**src/rtl/pt_pkg.sv**
```systemverilog
package pt_pkg;
  localparam int unsigned LANE_W = 8;

  typedef enum logic {
    ST_IDLE  = 1'b0,
    ST_ARMED = 1'b1
  } pt_state_e;
endpackage

```
**src/rtl/pt_match.sv**
```systemverilog
module pt_match #(
  parameter int unsigned WORD_W = 16
) (
  input  logic [WORD_W-1:0] word_i,
  input  logic [WORD_W-1:0] pat_i,
  input  logic [WORD_W-1:0] care_i,
  output logic              hit_o
);
  import pt_pkg::*;

  localparam int unsigned NLANE = WORD_W / LANE_W;

  logic [NLANE-1:0] lane_miss;

  // One mismatch flag per byte lane, then a single reduction across lanes.
  for (genvar g = 0; g < NLANE; g++) begin : g_lane
    logic [LANE_W-1:0] diff;
    always_comb begin
      diff         = (word_i[g*LANE_W +: LANE_W] ^ pat_i[g*LANE_W +: LANE_W])
                     & care_i[g*LANE_W +: LANE_W];
      lane_miss[g] = |diff;
    end
  end

  always_comb begin
    hit_o = ~|lane_miss;
  end
endmodule

```
**src/rtl/pt_counter.sv**
```systemverilog
module pt_counter #(
  parameter int unsigned CNT_W = 8
) (
  input  logic             clk,
  input  logic             rst_n,
  input  logic             clr_i,
  input  logic             inc_i,
  input  logic [CNT_W-1:0] need_i,
  output logic             last_o
);
  localparam logic [CNT_W-1:0] CNT_ONE = CNT_W'(1);
  localparam logic [CNT_W-1:0] CNT_MAX = {CNT_W{1'b1}};

  logic [CNT_W-1:0] cnt_q, cnt_d;
  logic [CNT_W-1:0] need_eff;
  logic [CNT_W:0]   cnt_plus;
  logic             cnt_en;

  always_comb begin
    need_eff = (need_i == '0) ? CNT_ONE : need_i;
    cnt_plus = {1'b0, cnt_q} + {{CNT_W{1'b0}}, 1'b1};
    last_o   = inc_i && (cnt_plus >= {1'b0, need_eff});
  end

  always_comb begin
    cnt_en = clr_i || (inc_i && (cnt_q != CNT_MAX));
    cnt_d  = cnt_q;
    if (clr_i) begin
      cnt_d = '0;
    end else if (inc_i && (cnt_q != CNT_MAX)) begin
      cnt_d = cnt_plus[CNT_W-1:0];
    end
  end

  always_ff @(posedge clk or negedge rst_n) begin
    if (!rst_n) begin
      cnt_q <= '0;
    end else if (cnt_en) begin
      cnt_q <= cnt_d;
    end
  end

  AST_CNT_CLEAR: assert property (@(posedge clk) disable iff (!rst_n)
    clr_i |=> (cnt_q == '0)) else $error("count not cleared by arm");

  AST_CNT_STEP: assert property (@(posedge clk) disable iff (!rst_n)
    (inc_i && !clr_i && (cnt_q != CNT_MAX)) |=> (cnt_q == $past(cnt_q) + CNT_ONE))
    else $error("count did not advance on a counted match");
endmodule

```
**src/rtl/pt_ctrl.sv**
```systemverilog
module pt_ctrl (
  input  logic clk,
  input  logic rst_n,
  input  logic arm_i,
  input  logic smp_en_i,
  input  logic ext_sel_i,
  input  logic ext_lvl_i,
  input  logic cnt_last_i,
  output logic sample_ok_o,
  output logic fire_o
);
  import pt_pkg::*;

  pt_state_e state_q, state_d;
  logic      fire_q, fire_d;
  logic      go;

  always_comb begin
    sample_ok_o = (state_q == ST_ARMED) && smp_en_i && !arm_i;
    go          = sample_ok_o && (ext_sel_i ? ext_lvl_i : cnt_last_i);
  end

  always_comb begin
    state_d = state_q;
    fire_d  = 1'b0;
    if (arm_i) begin
      state_d = ST_ARMED;
    end else if (go) begin
      state_d = ST_IDLE;
      fire_d  = 1'b1;
    end
  end

  always_ff @(posedge clk or negedge rst_n) begin
    if (!rst_n) begin
      state_q <= ST_IDLE;
      fire_q  <= 1'b0;
    end else begin
      state_q <= state_d;
      fire_q  <= fire_d;
    end
  end

  assign fire_o = fire_q;

  AST_FIRE_PULSE: assert property (@(posedge clk) disable iff (!rst_n)
    fire_q |=> !fire_q) else $error("trigger longer than one cycle");

  AST_DISARM_ON_FIRE: assert property (@(posedge clk) disable iff (!rst_n)
    (fire_q && !arm_i) |=> (state_q == ST_IDLE)) else $error("still armed after firing");

  AST_EXT_FIRE: assert property (@(posedge clk) disable iff (!rst_n)
    (sample_ok_o && ext_sel_i && ext_lvl_i) |=> fire_q)
    else $error("external level did not fire");

  AST_EXT_IGNORED: assert property (@(posedge clk) disable iff (!rst_n)
    (sample_ok_o && !ext_sel_i && !cnt_last_i) |=> !fire_q)
    else $error("fired without reaching the count");
endmodule

```
**src/rtl/pattern_trigger.sv**
```systemverilog
module pattern_trigger #(
  parameter int unsigned WORD_W = 16,
  parameter int unsigned CNT_W  = 8
) (
  input  logic              clk,
  input  logic              rst_n,
  input  logic              arm_i,
  input  logic              smp_en_i,
  input  logic [WORD_W-1:0] word_i,
  input  logic [WORD_W-1:0] pat_i,
  input  logic [WORD_W-1:0] care_i,
  input  logic [CNT_W-1:0]  need_i,
  input  logic              ext_sel_i,
  input  logic              ext_lvl_i,
  output logic              fire_o
);
  logic match_hit;
  logic sample_ok;
  logic cnt_inc;
  logic cnt_last;

  pt_match #(.WORD_W(WORD_W)) u_match (
    .word_i (word_i),
    .pat_i  (pat_i),
    .care_i (care_i),
    .hit_o  (match_hit)
  );

  always_comb begin
    cnt_inc = sample_ok && !ext_sel_i && match_hit;
  end

  pt_counter #(.CNT_W(CNT_W)) u_count (
    .clk    (clk),
    .rst_n  (rst_n),
    .clr_i  (arm_i),
    .inc_i  (cnt_inc),
    .need_i (need_i),
    .last_o (cnt_last)
  );

  pt_ctrl u_ctrl (
    .clk         (clk),
    .rst_n       (rst_n),
    .arm_i       (arm_i),
    .smp_en_i    (smp_en_i),
    .ext_sel_i   (ext_sel_i),
    .ext_lvl_i   (ext_lvl_i),
    .cnt_last_i  (cnt_last),
    .sample_ok_o (sample_ok),
    .fire_o      (fire_o)
  );

  AST_DONTCARE_HIT: assert property (@(posedge clk) disable iff (!rst_n)
    (care_i == '0) |-> match_hit) else $error("empty mask did not match");

  AST_MATCH_BLOCKED: assert property (@(posedge clk) disable iff (!rst_n)
    (((word_i ^ pat_i) & care_i) != '0) |-> !cnt_inc)
    else $error("mismatch was counted");
endmodule

```
**config.mk**
```make
export PLATFORM = sky130hd
export DESIGN_NAME = pattern_trigger
export DESIGN_NICKNAME = d
export VERILOG_FILES = /design/src/rtl/pt_pkg.sv /design/src/rtl/pt_match.sv /design/src/rtl/pt_counter.sv /design/src/rtl/pt_ctrl.sv /design/src/rtl/pattern_trigger.sv
export SDC_FILE = /design/constraint.sdc
export NUM_CORES = 1
export LEC_CHECK = 0
export BUFFER_PORTS_ARGS = -buffer_cell sky130_fd_sc_hd__buf_2
export CAP_MARGIN = 15
export CORE_ASPECT_RATIO = 0.5
export CORE_UTILIZATION = 38
export DETAILED_ROUTE_END_ITERATION = 16
export PLACE_DENSITY = 0.79
export SLEW_MARGIN = 20
export SYNTH_ARGS = -nofsm -noshare
export SYNTH_HDL_FRONTEND = slang
export SYNTH_SLANG_ARGS = --single-unit
```
**constraint.sdc**
```tcl
create_clock -name clk -period 2.27 [get_ports clk]
set_clock_uncertainty 0.15 [all_clocks]
set_input_delay 0.227 -clock clk [delete_from_list [all_inputs] [get_ports clk]]
set_output_delay 0.227 -clock clk [all_outputs]
set_load 0.02 [all_outputs]
```
==> impl_metrics.tcl, run 1 <==
set metrics [dict create \
    ios 63 \
    outcome "complete, but fails checks" \
    synth-simple-area-share_pct 22.9 \
    netlist_area_um2 1070 \
    crit_start "u_count.cnt_q[1]$_DFFE_PN0P_" \
    fin_total_pwr_uw 544 \
    fin_crit_ps 2400 \
    synthFlopType "dfrtp_1" \
    ys_warn_count 0 \
    die_area_um2 3040 \
    worst_setup_path_start_kind "flop" \
    synth-edff-count 0 \
    maxCapViolations 0 \
    nFillCells 224 \
    slew_headroom_pct 75.9 \
    async_reset_ff_share_pct 100 \
    drt_iter0_markers 67 \
    critPathMaxFanout 4 \
    vias 1124 \
    wire_per_inst_um 12.5 \
    seq_area_frac_synth_pct 23.4 \
    antennaDiodeCount 0 \
    clockBufferDepth 2 \
    place_congestion 0.872 \
    first_pass_iters 10 \
    synth_xor_area_share_pct 16.4 \
    cts_tree "done" \
    drt_wl_total_um 2820 \
    powerDensity_nw_per_um2 343 \
    r2r_slack_ps -130 \
    cts_root_buffer "clkbuf_8" \
    htreeDepth 1 \
    ys_seq_elements 10 \
    finalSetupViolCount 2 \
    die_h_um 39.5 \
    holdWs_ps 125 \
    synth_cells 115 \
    post_drt_via_cell_ratio 4.97 \
    clk_pin_slew_worst_paths_ps 50 \
    syn_avg_cell_area_um2 9.28 \
    rsz0062_at_grt "yes" \
    synth_fp_nets 186 \
    grt_pass1_wl_um 4710 \
    core_um2 2640 \
    rows 13 \
    finalNetCount 261 \
    critPathRequiredTime_ps 2300 \
    die_w_um 77.0 \
    finish.utilization_pct 60.2 \
    hold_viol 0 \
    clkLatencyLatePin_ps 240 \
    synth_top_family_by_area "simple AND/OR/NAND/NOR gates" \
    min_path_type "input pin to flop" \
    drv_slew 0 \
    crit_arrival_ps 2440 \
    worst_pin_slew_ps 358 \
    fin_crit_sh_pct 106 \
    drive_above_1_share_pct 48.7 \
    io_buffers 62 \
    antenna_found_initial 0 \
    leakagePower_nw 0.835 \
    grt_pass1_vias 1088 \
    violations "DRC, setup timing" \
    r2r-start "u_count.cnt_q[1]$_DFFE_PN0P_" \
    initial_core_util_pct 40.5 \
    hp-start "ext_lvl_i" \
    synthAdderAreaFrac_pct 10.6 \
    synth_cell_types 36 \
    synth_compound_area_share_pct 17.7 \
    post-dp-hpwl_um 2330 \
    grt_max_degree 12 \
    track_usage_pct 21.1 \
    grt_overflow_total 0 \
    route.detailed.drc 2 \
    cts_sinks 10 \
    muxShareOfSynthArea_pct 6.21 \
    crit_type "flop to flop" \
    ir_worst_vdd_mv 0.165 \
    cts_made_buffers 3 \
    fin_ws_ps -134 \
    crit_path_end_kind "flop" \
    postRouteAntennaNets 0 \
    fmax_mhz 416 \
    area_growth_pct 48.5 \
]
[per-layer routing]
layer / part of all wire (%) / vias to the layer above / global-route usage (%)
li1: - / 574 / -
met1: 44 / 504 / 23.4
met2: 50 / 40 / 41.5
met3: 4.5 / 6 / 3.26
met4: 1.6 / 0 / 10.6
met5: 0 / - / 0
[cells in the mapped netlist, types with 2 or more instances]
| library cell | instances | area share (%) |
|---|---|---|
| a22oi_1 | 7 | 4.9 |
| o211ai_1 | 2 | 1.4 |
| nor2b_1 | 7 | 4.1 |
| a211oi_1 | 2 | 1.4 |
| and4_1 | 2 | 1.6 |
| inv_1 | 7 | 2.5 |
| o41ai_1 | 2 | 1.6 |
| xor2_1 | 18 | 15 |
| nor2_1 | 2 | 0.70 |
| or2_2 | 2 | 1.2 |
| mux2_2 | 4 | 4.2 |
| nand3_1 | 5 | 2.3 |
| xnor2_1 | 2 | 1.6 |
| nand2_1 | 11 | 3.9 |
| dfrtp_1 | 10 | 23 |
| ha_1 | 9 | 11 |
| o21a_1 | 3 | 2.1 |
| nand2b_1 | 2 | 1.2 |
[critical path, stage by stage, from the launching register on]
cell	delay [ps]
dfrtp_1	380
and3_1	190
nand3_2	100
or2_2	300
nand2_1	90
ha_1	220
o21a_1	180
o21a_1	200
a211oi_2	190
o21a_1	170
o221a_2	170
[cell families (layout without fill, tap and decap cells)]
family | after synthesis | after routing
simple gates | 40 | 40
compound gates | 22 | 22
xor+xnor | 20 | 20
flops | 10 | 10
fa+ha+maj | 9 | 9
buf+inv | 8 | 82
mux | 6 | 6
[flip-flops by register name, indices dropped and copies added, names as in the netlist]
signal	cells
u_count.cnt_q	8
u_ctrl.state_q	1
u_ctrl.fire_o	1
[metrics by stage]
step / setup TNS, ps / cell area (um2) / setup slack, ps / cells
floorplan: -13.7 / 1100 / -13.7 / 115
global placement: -46.7 / 1480 / -41.8 / 217
detailed placement: -259 / 1480 / -146 / 217
CTS: -214 / 1580 / -124 / 225
global route: -507 / 1590 / -263 / 226
finish: -237 / 1590 / -134 / 226
[area by class of cell]
cell class	count	area, um2	area share, %
well taps	37	46.3	2.92
flip-flops and latches	10	250	15.8
inverters	7	26.3	1.66
repair buffers	71	380	24.0
multi-input cells	97	827	52.2
clock buffers	4	55.1	3.47
[final timing paths]
kind                                                end  depth (start not counted)
setup reg to reg             u_ctrl.state_q$_DFFE_PN0P_                         10
hold / removal                  u_ctrl.fire_o$_DFF_PN0_                          3
min in group asynchronous  u_count.cnt_q[6]$_DFFE_PN0P_                          2
hold reg to reg              u_ctrl.state_q$_DFFE_PN0P_                          1
setup / recovery             u_ctrl.state_q$_DFFE_PN0P_                         10
max in group asynchronous  u_count.cnt_q[4]$_DFFE_PN0P_                          2
[cells in the final DEF (no fill, tap or decap), drive strengths merged, types with 2 or more instances in the layout]
cell / n
o21a: 3
o211ai: 2
nand2b: 2
o41ai: 2
clkbuf: 4
a22oi: 7
ha: 9
nor4: 2
mux2: 5
nand2: 11
xor2: 18
nor2b: 7
dfrtp: 10
a211oi: 2
nor2: 2
nand3: 6
buf: 70
and4: 2
or2: 2
xnor2: 2
or4: 3
inv: 7
[power breakdown]
part / leakage [nW] / switching (mW) / total [mW] / internal (mW)
Clock: 0.0288 / 0.0751 / 0.228 / 0.153
Combinational: 0.671 / 0.0632 / 0.135 / 0.0713
Sequential: 0.135 / 0.00102 / 0.181 / 0.180
[repair_timing]
item / 4_1_cts / 5_1_grt
setup endpoints to repair: 2 / 2
gates resized for setup: 2 / 0
hold buffers: 1 / 0
hold endpoints to repair: 10 / 0
pin swaps: 1 / 1
buffers inserted: 3 / 1
Power figures use the tool's default switching activity.
==> run 2: changes to the inputs <==
--- a/config.mk
+++ b/config.mk
@@ -8,9 +8,10 @@
 export BUFFER_PORTS_ARGS = -buffer_cell sky130_fd_sc_hd__buf_2
 export CAP_MARGIN = 15
 export CORE_ASPECT_RATIO = 0.5
-export CORE_UTILIZATION = 38
+export CORE_MARGIN = 2
+export CORE_UTILIZATION = 39
 export DETAILED_ROUTE_END_ITERATION = 16
-export PLACE_DENSITY = 0.79
+export PLACE_DENSITY = 0.81
 export SLEW_MARGIN = 20
 export SYNTH_ARGS = -nofsm -noshare
 export SYNTH_HDL_FRONTEND = slang
==> impl_metrics.tcl, run 2 (synthesis results as in run 1) <==
set metrics [dict create \
    crit_arrival_ps 2430 \
    drive_above_1_share_pct 48.1 \
    drt_iter0_markers 64 \
    clk_pin_slew_worst_paths_ps 50 \
    ios 63 \
    fin_total_pwr_uw 538 \
    fmax_mhz 416 \
    core_um2 2600 \
    fin_crit_sh_pct 106 \
    use_met3_pct 5.51 \
    cts_root_buffer "clkbuf_8" \
    worst_setup_path_start_kind "flop" \
    antenna_found_initial 0 \
    clockBufferDepth 2 \
    leakagePower_nw 0.834 \
    path_buf_inv 0 \
    place_congestion 0.859 \
    path_delay_family "compound AO/OA/AOI/OAI gates" \
    use_met1_pct 21.4 \
    critPathRequiredTime_ps 2300 \
    route.detailed.drc 0 \
    finalNetCount 261 \
    initial_core_util_pct 41.0 \
    htreeDepth 1 \
    clkLatencyLatePin_ps 240 \
    slowest_delay_ps 400 \
    grt_overflow_total 0 \
    nFillCells 215 \
    grt_max_degree 12 \
    critPathMaxFanout 4 \
    slew_headroom_pct 76.2 \
    min_path_type "input pin to flop" \
    vias 1138 \
    cts_tree "done" \
    grt_pass1_vias 953 \
    cts_sinks 10 \
    largest_reg_flops 8 \
    rsz0062_at_grt "yes" \
    crit_type "flop to flop" \
    fin_crit_ps 2400 \
    layout_commonest_cell "buf_2" \
    outcome "complete, but fails checks" \
    rows 13 \
    first_pass_iters 4 \
    io_buffers 62 \
    worst_pin_slew_ps 353 \
    grt-busiest-layer "met2" \
    die_w_um 78.0 \
    violations "setup timing" \
    hold_viol 0 \
    die_area_um2 3200 \
    post_drt_via_cell_ratio 5.04 \
    path_cells "ha_2 > and4_1 > nand2_1 > or2_4 > nand2_4 > ha_4 > a211oi_2 > nand2_1 > a211oi_2 > o21a_1 > o221a_2" \
    ir_worst_vdd_mv 0.252 \
    die_h_um 41.0 \
    powerDensity_nw_per_um2 340 \
    drv_slew 0 \
    top_register "u_count.cnt_q" \
    antennaDiodeCount 0 \
    cts_made_buffers 3 \
    drt_wl_total_um 2840 \
    postRouteAntennaNets 0 \
    final_cell_mix "62 x buf_2, 18 x xor2_1, 10 x nand2_1, 10 x dfrtp_1, 8 x buf_4" \
    holdWs_ps 135 \
    track_usage_pct 17.1 \
    met2_usage_pct 30.0 \
    cp_slowest_cell "dfrtp_1" \
    area_growth_pct 48.1 \
    crit_path_end_kind "flop" \
    maxCapViolations 0 \
    fin_ws_ps -134 \
    post-dp-hpwl_um 2430 \
    place_worst_setup_slack_ps -115 \
    wire_per_inst_um 12.6 \
    finalSetupViolCount 2 \
    grt_pass1_wl_um 4120 \
]
==> run 2: changes by cell type in the layout (fill, tap and decap cells not counted) <==
cell / before / now
nand3_2: 2 / 1
o21ai_0: 1 / 0
nand3_1: 4 / 5
o21ai_1: 0 / 1
==> run 2: final timing paths <==
kind | startpoint | endpoint | slack (ps) | depth (start not counted)
hold / removal | ext_lvl_i | u_ctrl.fire_o$_DFF_PN0_ | 140 | 3
max in group asynchronous | rst_n | u_ctrl.fire_o$_DFF_PN0_ | 1530 | 2
min in group asynchronous | rst_n | u_count.cnt_q[7]$_DFFE_PN0P_ | 260 | 2
hold reg to reg | u_ctrl.state_q$_DFFE_PN0P_ | u_ctrl.state_q$_DFFE_PN0P_ | 410 | 1
setup / recovery | u_count.cnt_q[0]$_DFFE_PN0P_ | u_ctrl.state_q$_DFFE_PN0P_ | -130 | 11
setup reg to reg | u_count.cnt_q[0]$_DFFE_PN0P_ | u_ctrl.state_q$_DFFE_PN0P_ | -130 | 11
==> run 2: worst reg2reg max path, cell delays in order, from the launching register on <==
cell      delay [ps]
dfrtp_1          400
ha_2             190
and4_1           190
nand2_1           70
or2_4            250
nand2_4           60
ha_4             190
a211oi_2         180
nand2_1           80
a211oi_2         210
o21a_1           180
o221a_2          180
==> run 2: layout make-up <==
cell class                 instances  area [um2]  area share [%]
multi-input combinational         97         822            52.0
timing repair buffer              71         380            24.1
sequential                        10         250            15.8
clock buffer                       4        55.1            3.48
tap                               37        46.3            2.93
inverter                           7        26.3            1.66
==> run 2: metal layers <==
layer / share of wire [%] / vias up
li1: - / 574
met1: 45 / 503
met2: 45 / 59
met3: 9.3 / 2
met4: 0.42 / 0
met5: 0 / -
==> run 2: metrics by stage <==
step | std cells | cell area [um2] | utilization (%) | TNS, ps
finish | 226 | 1580 | 60.7 | -225
global route | 226 | 1580 | 60.7 | -482
CTS | 225 | 1570 | 60.2 | -222
detailed placement | 220 | 1500 | 57.7 | -202
global placement | 220 | 1500 | 57.7 | -44.1
floorplan | 115 | 1100 | - | -13.7
==> run 2: what timing repair did <==
item | in CTS | in global routing
setup buffers | 0 | 1
hold endpoints to repair | 10 | 0
pin swaps | 0 | 2
setup endpoints to repair | 2 | 2
hold buffers | 1 | 0
resized for setup | 0 | 2
==> run 2: where the power goes <==
part	switching, mW	internal, mW
clock network	0.0707	0.153
registers	0.000765	0.180
logic	0.0631	0.0702
total	0.135	0.403
==> run 3: changes to the inputs <==
--- a/config.mk
+++ b/config.mk
@@ -8,10 +8,10 @@
 export BUFFER_PORTS_ARGS = -buffer_cell sky130_fd_sc_hd__buf_2
 export CAP_MARGIN = 15
 export CORE_ASPECT_RATIO = 0.5
-export CORE_MARGIN = 2
+export CORE_MARGIN = 3
 export CORE_UTILIZATION = 39
 export DETAILED_ROUTE_END_ITERATION = 16
-export PLACE_DENSITY = 0.81
+export PLACE_DENSITY_LB_ADDON = 0.3
 export SLEW_MARGIN = 20
 export SYNTH_ARGS = -nofsm -noshare
 export SYNTH_HDL_FRONTEND = slang
==> impl_metrics.tcl, run 3 (synthesis results as in run 1) <==
set metrics [dict create \
    r2r_slack_ps -130 \
    final.setup.tns_ps -215 \
    fmax_mhz 416 \
    violations "setup timing" \
    route.detailed.drc 0 \
    fin_crit_sh_pct 106 \
    worst_setup_path_start_kind "flop" \
    cts_tree "done" \
    crit_type "flop to flop" \
    worstRegToRegCells 11 \
    rsz0062_at_grt "yes" \
    cts_sinks 10 \
    critPathRequiredTime_ps 2290 \
    maxCapViolations 0 \
    r2r-start "u_count.cnt_q[0]$_DFFE_PN0P_" \
    area_growth_pct 50.9 \
    powerDensity_nw_per_um2 337 \
    finalNetCount 265 \
    reg2reg_to "u_ctrl.state_q$_DFFE_PN0P_" \
    drive_above_1_share_pct 49.2 \
    place_congestion 0.932 \
    cts_root_buffer "clkbuf_8" \
    grt_overflow_total 0 \
    outcome "complete, but fails checks" \
    antenna_found_initial 0 \
    vias 1152 \
    crit_arrival_ps 2430 \
    fin_crit_ps 2400 \
    worst_pin_slew_ps 313 \
    fin_total_pwr_uw 542 \
    hp-start "ext_lvl_i" \
    track_usage_pct 17.7 \
    finish.utilization_pct 67.0 \
    leakagePower_nw 0.859 \
    drt_iter0_markers 46 \
    rows 12 \
    initial_core_util_pct 44.4 \
    io_buffers 62 \
    antennaDiodeCount 0 \
    drv_slew 0 \
    finalSetupViolCount 2 \
    top_register "u_count.cnt_q" \
    hold_viol 0 \
    whs_endpoint "u_ctrl.fire_o$_DFF_PN0_" \
    nFillCells 214 \
    htreeDepth 1 \
    drt_wl_total_um 2990 \
    finalNonFillerCells 228 \
    ios 63 \
    clkLatencyLatePin_ps 240 \
    layout_commonest_cell "buf_2" \
    post-dp-hpwl_um 2540 \
    dp.cells 221 \
    ir_worst_vdd_mv 0.236 \
    largest_reg_flops 8 \
    first_pass_iters 4 \
    die_h_um 43.0 \
    min_path_type "input pin to flop" \
    post_drt_via_cell_ratio 5.05 \
    core_um2 2400 \
    holdPathStages 3 \
    clockBufferDepth 2 \
    slew_headroom_pct 78.8 \
    die_w_um 80.0 \
    postRouteAntennaNets 0 \
    grt_max_degree 12 \
    clk_pin_slew_worst_paths_ps 50 \
    crit_start "u_count.cnt_q[0]$_DFFE_PN0P_" \
    fin_ws_ps -134 \
    die_area_um2 3440 \
    grt_pass1_vias 1092 \
    wire_per_inst_um 13.1 \
    final_cell_mix "62 x buf_2, 18 x xor2_1, 12 x buf_4" \
    grt_pass1_wl_um 4740 \
    crit_path_end_kind "flop" \
    critPathMaxFanout 4 \
    cts_made_buffers 3 \
]
-- run 3: cell types whose count changed in the layout (fill, tap and decap cells not counted) --
| cell | before | now |
|---|---|---|
| buf_4 | 8 | 12 |
| or2_2 | 1 | 0 |
| o21ai_0 | 0 | 1 |
| or2_4 | 1 | 2 |
| o21ai_1 | 1 | 0 |
-- run 3: routing by layer --
layer | vias to the layer above | global-route usage, % | routed length, um
met4 | 0 | 6.06 | 14
met3 | 2 | 4.03 | 263
met5 | - | 0 | 0
met1 | 515 | 23.5 | 1370
met2 | 54 | 28.3 | 1340
li1 | 581 | - | -
-- run 3: cell type report --
class                           instances  area [um2]  area share, %
Multi-Input combinational cell         97         825           51.2
Timing Repair Buffer                   75         410           25.5
Sequential cell                        10         250           15.5
Tap cell                               35        43.8           2.72
Inverter                                7        26.3           1.63
Clock buffer                            4        55.1           3.42
-- run 3: what timing repair did --
item	in CTS	in global routing
hold buffers	1	0
endpoints found under the hold margin	10	0
pin swaps	2	1
endpoints found under the setup margin	2	2
setup buffers	2	0
gates resized for setup	2	0
-- run 3: how the worst max path moves through the flow --
stage / to / cells after the start
final: u_ctrl.state_q$_DFFE_PN0P_ / 11
after detailed placement: u_ctrl.state_q$_DFFE_PN0P_ / 11
after floorplan: u_ctrl.state_q$_DFFE_PN0P_ / 11
after global routing: u_ctrl.state_q$_DFFE_PN0P_ / 11
after CTS: u_ctrl.state_q$_DFFE_PN0P_ / 11
after global placement: u_ctrl.state_q$_DFFE_PN0P_ / 10
-- run 3: power breakdown --
| part | internal (mW) | switching, mW | total (mW) | leakage [nW] |
|---|---|---|---|---|
| registers | 0.180 | 0.000999 | 0.181 | 0.135 |
| logic | 0.0718 | 0.0635 | 0.135 | 0.696 |
| clock network | 0.153 | 0.0729 | 0.226 | 0.0288 |
| total | 0.405 | 0.137 | 0.542 | 0.859 |
-- run 3: critical path: stages (launching register included) --
cell and delay (ps):
dfrtp_1 390, ha_2 190, and4_1 180, nand2_1 70
or2_4 250, nand2_4 70, ha_4 190, a211oi_2 170
nand2_1 90, a211oi_2 210, o21a_1 190, o221a_2 190
-- run 3: per-stage QoR --
step	setup WS, ps	hold WS [ps]	cell area, um2
final	-134	143	1610
after global routing	-218	135	1610
after CTS	-126	133	1610
after detailed placement	-122	-48.5	1520
after global placement	-45.7	-51.6	1520
after floorplan	-13.7	-219	1100
